<file path="src/rtl/tcs_pkg.sv">
package tcs_pkg;
   // Outcome of comparing an incoming count against the stored reference
   typedef enum logic [1:0] {
      VERD_FIRST = 2'd0,  // no reference yet: adopt, no tick
      VERD_NEXT  = 2'd1,  // stored + 1: adopt, tick
      VERD_DUP   = 2'd2,  // equal to stored: drop
      VERD_JUMP  = 2'd3   // anything else: adopt, no tick
   } verdict_e;
endpackage

</file>
<file path="src/rtl/tcs_classify.sv">
module tcs_classify
   import tcs_pkg::*;
#(
   parameter int CNT_W = 6
) (
   input  logic             synced,
   input  logic [CNT_W-1:0] stored,
   input  logic [CNT_W-1:0] incoming,
   output verdict_e         verdict
);
   localparam logic [CNT_W-1:0] ONE = CNT_W'(1);

   logic [CNT_W-1:0] successor;

   // Modulo 2**CNT_W increment: the carry out is simply dropped
   assign successor = stored + ONE;

   always_comb begin
      if (!synced)                    verdict = VERD_FIRST;
      else if (incoming == stored)    verdict = VERD_DUP;
      else if (incoming == successor) verdict = VERD_NEXT;
      else                            verdict = VERD_JUMP;
   end
endmodule

</file>
<file path="src/rtl/tcs_store.sv">
module tcs_store
   import tcs_pkg::*;
#(
   parameter int CNT_W  = 6,
   parameter int FLAG_W = 2
) (
   input  logic              clk,
   input  logic              rst_n,
   input  logic              vld,
   input  verdict_e          verdict,
   input  logic [CNT_W-1:0]  cnt_in,
   input  logic [FLAG_W-1:0] flg_in,
   output logic [CNT_W-1:0]  cnt_q,
   output logic [FLAG_W-1:0] flg_q,
   output logic              synced_q
);
   logic take;

   // Every verdict except a repeat replaces the reference
   assign take = vld && (verdict != VERD_DUP);

   always_ff @(posedge clk or negedge rst_n) begin
      if (!rst_n) begin
         cnt_q    <= '0;
         flg_q    <= '0;
         synced_q <= 1'b0;
      end else if (take) begin
         cnt_q    <= cnt_in;
         flg_q    <= flg_in;
         synced_q <= 1'b1;
      end
   end
endmodule

</file>
<file path="src/rtl/tcs_tick.sv">
module tcs_tick #(
   parameter bit TICK_EN = 1'b1
) (
   input  logic clk,
   input  logic rst_n,
   input  logic fire,
   output logic tick_q
);
   generate
      if (TICK_EN) begin : g_live
         always_ff @(posedge clk or negedge rst_n) begin
            if (!rst_n) tick_q <= 1'b0;
            else        tick_q <= fire;
         end
      end else begin : g_quiet
         // Register kept so the output timing is identical; the value is tied low
         always_ff @(posedge clk or negedge rst_n) begin
            if (!rst_n) tick_q <= 1'b0;
            else        tick_q <= fire & 1'b0;
         end
      end
   endgenerate
endmodule

</file>
<file path="src/rtl/tcode_seq_filter.sv">
module tcode_seq_filter
   import tcs_pkg::*;
#(
   parameter int CNT_W   = 6,
   parameter int FLAG_W  = 2,
   parameter bit TICK_EN = 1'b1
) (
   input  logic                      clk,
   input  logic                      rst_n,
   input  logic                      code_vld,
   input  logic [CNT_W+FLAG_W-1:0]   code_in,
   output logic [CNT_W-1:0]          count_o,
   output logic [FLAG_W-1:0]         flags_o,
   output logic                      tick_o
);
   localparam int CODE_W = CNT_W + FLAG_W;

   generate
      if (CNT_W < 2 || CNT_W > 16) begin : g_bad_cnt
         $error("tcode_seq_filter: CNT_W must lie in 2..16");
      end
      if (FLAG_W < 1 || FLAG_W > 8) begin : g_bad_flag
         $error("tcode_seq_filter: FLAG_W must lie in 1..8");
      end
   endgenerate

   logic [CNT_W-1:0]  in_cnt;
   logic [FLAG_W-1:0] in_flg;
   logic              synced;
   verdict_e          verdict;
   logic              fire;

   // Count in the low bits, flags in the high bits
   assign in_cnt = code_in[CNT_W-1:0];
   assign in_flg = code_in[CODE_W-1:CNT_W];

   tcs_classify #(.CNT_W(CNT_W)) u_classify (
      .synced   (synced),
      .stored   (count_o),
      .incoming (in_cnt),
      .verdict  (verdict)
   );

   tcs_store #(.CNT_W(CNT_W), .FLAG_W(FLAG_W)) u_store (
      .clk      (clk),
      .rst_n    (rst_n),
      .vld      (code_vld),
      .verdict  (verdict),
      .cnt_in   (in_cnt),
      .flg_in   (in_flg),
      .cnt_q    (count_o),
      .flg_q    (flags_o),
      .synced_q (synced)
   );

   assign fire = code_vld && (verdict == VERD_NEXT);

   tcs_tick #(.TICK_EN(TICK_EN)) u_tick (
      .clk    (clk),
      .rst_n  (rst_n),
      .fire   (fire),
      .tick_q (tick_o)
   );
endmodule

</file>
<file path="config.mk">
export PLATFORM = sky130hd
export DESIGN_NAME = tcode_seq_filter
export DESIGN_NICKNAME = d
export VERILOG_FILES = /design/src/rtl/tcs_pkg.sv /design/src/rtl/tcs_classify.sv /design/src/rtl/tcs_store.sv /design/src/rtl/tcs_tick.sv /design/src/rtl/tcode_seq_filter.sv
export SDC_FILE = /design/constraint.sdc
export NUM_CORES = 1
export LEC_CHECK = 0
export CORE_UTILIZATION = 40
export DETAILED_ROUTE_END_ITERATION = 12
export GPL_TIMING_DRIVEN = 0
export PLACE_DENSITY = 0.83
export REMOVE_ABC_BUFFERS = 1
export SLEW_MARGIN = 15
export SYNTH_ARGS = -nofsm -noshare
export SYNTH_HDL_FRONTEND = slang
export SYNTH_HIERARCHICAL = 1
export SYNTH_SLANG_ARGS = --single-unit
</file>
<file path="constraint.sdc">
create_clock -name clk -period 3.55 [get_ports clk]
set_clock_uncertainty 0.1 [all_clocks]
set_input_delay 0.8875 -clock clk [delete_from_list [all_inputs] [get_ports clk]]
set_output_delay 0.8875 -clock clk [all_outputs]
set_load 0.005 [all_outputs]
</file>
==> run_results.csv <==
group,metric,value,unit
run_status,status,"finished clean",
yosys,synth_top_area_frac,0.441,
die,start_util,0.431,
detailed_routing,dr.pass1.iters,4,
layout,drive_above_1_share,0.211,
power,vdd_drop_max,0.206,mV
setup_path,crit_end,"u_store/cnt_q[1]",
setup_path,rr_worst_depth,8,
die,core_area,1320,um^2
global_routing,grt_util_all_layers,0.158,
place,place_ws,237,ps
clock_network,cts_tree,"done",
clock_network,cts.clk_slew.worst_paths,70,ps
sta,setup_tns,0,ps
setup_path,critPathKind,"primary input to register",
detailed_routing,wire_per_inst,12.0,um
place,dpl.cell_count,82,
sta,fin_crit_sh,0.855,
layout,stdcell_count,86,
detailed_routing,wl,1040,um
power,p_leak,0.343,nW
sta,min_period,3030,ps
setup_path,worstReg2RegEnd,"u_store/cnt_q[1]",
setup_path,endpoint_kind,"register",
die,die-width,39.7,um
die,dieHeight,39.7,um
layout,final_cell_area,813,um^2
setup_path,arrival,3080,ps
clock_network,cts_hold_buf,0,
global_routing,grt_pass1_vias,379,
yosys,ys_types,20,
setup_path,required,3590,ps
setup_path,cp_max_fo,9,
sta,slew_headroom,0.678,
global_routing,grt_max_degree,11,
sta,hold_violations,0,
power,power,330,uW
place,port_buffers,19,
sta,setup_slack,516,ps
layout,multi_input_area,310,um^2
layout,fin_util,0.617,
detailed_routing,ant_nets,0,
yosys,yosysTopAreaCell,"dfrtp_1",
setup_path,crit_chain,"clkdlybuf4s50_1 -> xor2_1 -> or4_1 -> o31a_1 -> o21ai_4 -> mux2_2",
global_routing,antenna_found_initial,0,
yosys,synth_area,568,um^2
clock_network,root_buffer,"clkbuf_4",
die,io_pins,20,
setup_path,critPathLaunchType,"primary input",
global_routing,grt_overflow,0,
layout,num_antenna_cells,0,
setup_path,crit_path_start,"code_in[2]",
detailed_routing,drtIter0Drc,4,
setup_path,cpPeakStageDelay,500,ps
clock_network,clockBufferDepth,2,
hold_path,hold_path_class,"register to register",
sta,rsz0062_at_grt,"no",
clock_network,cts_setup_buffers,0,
sta,clock.fmax,330,MHz
clock_network,cts_buffers,3,
yosys,ys_seq_elements,10,
power,power_density,406,nW/um^2
clock_network,insertion_delay,260,ps
detailed_routing,drt-vias-per-instance,4.90,
clock_network,htree_levels,1,
global_routing,grt_pass1_wl,1600,um
clock_network,cts_resized,0,
place,post_dp_cell_area,777,um^2
sta,slew_viol_final,0,
sta,fin_hold_ws,401,ps
layout,syn2layout_area_growth,43.2,%
yosys,syn_area_per_cell,11.8,um^2
clock_network,numClockSinks,10,
detailed_routing,drc,0,
sta,worst_pin_slew,482,ps
detailed_routing,vias,421,
layout,fill_cells,119,
yosys,synthCells,48,
setup_path,regToRegStartpoint,"u_store/cnt_q[0]",
die,rows,13,
die,dieArea,1570,um^2
setup_path,crit_slowest_cell,"or4_1",
run,maxCapViolations,0,
yosys,synth-seq-area-share,0.441,
layout,seqCellArea,250,um^2
place,finalWeightedCongestion,0.745,
yosys,synth.area.top_cells,"dfrtp_1 (44%), mux2_2 (16%), xor2_1 (9.3%)",
sta,setup-violations-final,0,
setup_path,rrSetupSlack,1010,ps
layout,fin_nets,84,
yosys,ys_warn_count,6,
[power by group]
| group | internal [mW] | switching [mW] |
|---|---|---|
| clock network | 0.0622 | 0.0390 |
| logic | 0.0571 | 0.0332 |
| registers | 0.125 | 0.0136 |
| total | 0.244 | 0.0859 |
[placed cells by master, fill, tap and decap left out, drive strengths merged]
cell type      Yosys  routed
nand3              3       3
o31a               2       2
o21ai              2       2
inv                2       2
mux2               8       8
nand4b             1       1
nand2b             1       1
dfrtp             10      10
and3               1       1
and3b              2       2
clkdlybuf4s50      0      19
ha                 1       1
nor2               2       2
or4                1       1
xnor2              3       3
xor2               6       6
or3                1       1
and2               1       1
a31oi              1       1
clkbuf             0       4
[how the worst min path moves through the flow]
| stage | from | to | slack [ps] | depth (start not counted) |
|---|---|---|---|---|
| after floorplan | u_store/synced_q | u_store/synced_q | 360 | 1 |
| after global placement | u_store/synced_q | u_store/synced_q | 380 | 1 |
| after detailed placement | u_store/synced_q | u_store/synced_q | 400 | 1 |
| after CTS | u_store/synced_q | u_store/synced_q | 410 | 1 |
| after global routing | u_store/synced_q | u_store/synced_q | 440 | 1 |
| final | u_store/synced_q | u_store/synced_q | 400 | 1 |
[Yosys cell counts, drive strengths merged]
cell     n
dfrtp   10
mux2     8
xor2     6
nand3    3
xnor2    3
and3b    2
inv      2
nor2     2
o21ai    2
o31a     2
a31oi    1
and2     1
and3     1
ha       1
nand2b   1
nand4b   1
or3      1
or4      1
[sequential cells by signal (all words and copies together), names as in the netlist]
name,cells
u_store/flg_q,2
u_store/synced_q,1
u_store/cnt_q,6
u_tick/tick_q,1
[routing by layer]
| layer | GRT usage | share of wire | vias to the layer above |
|---|---|---|---|
| li1 | - | - | 217 |
| met1 | 0.210 | 0.47 | 196 |
| met2 | 0.238 | 0.50 | 8 |
| met3 | 0.0511 | 0.029 | 0 |
| met4 | 0.0517 | 0 | 0 |
| met5 | 0 | 0 | - |
[worst max-delay path: cells and delay by family]
kind / cells / cell delay (ps)
buffers and inverters: 1 / 490
muxes: 1 / 380
xor gates and xnor gates: 1 / 190
and+or+nand+nor: 1 / 500
AOI/OAI and AO/OA: 2 / 640
[logic make-up after synthesis]
kind of cell,count (synthesis),synth area share
and+or+nand+nor,13,0.148
AOI/OAI and AO/OA,5,0.0793
DFF,10,0.441
buffers and inverters,2,0.0132
xor gates and xnor gates,9,0.139
adders and majority gates,1,0.0220
muxes,8,0.159
[cell type report]
type	count	share of cell area
clock buffers	4	0.0446
multi-input cells	36	0.382
repair buffers	19	0.234
inverters	2	0.00923
well taps	15	0.0231
flip-flops and latches	10	0.308
(Power assumes the default switching activity.)
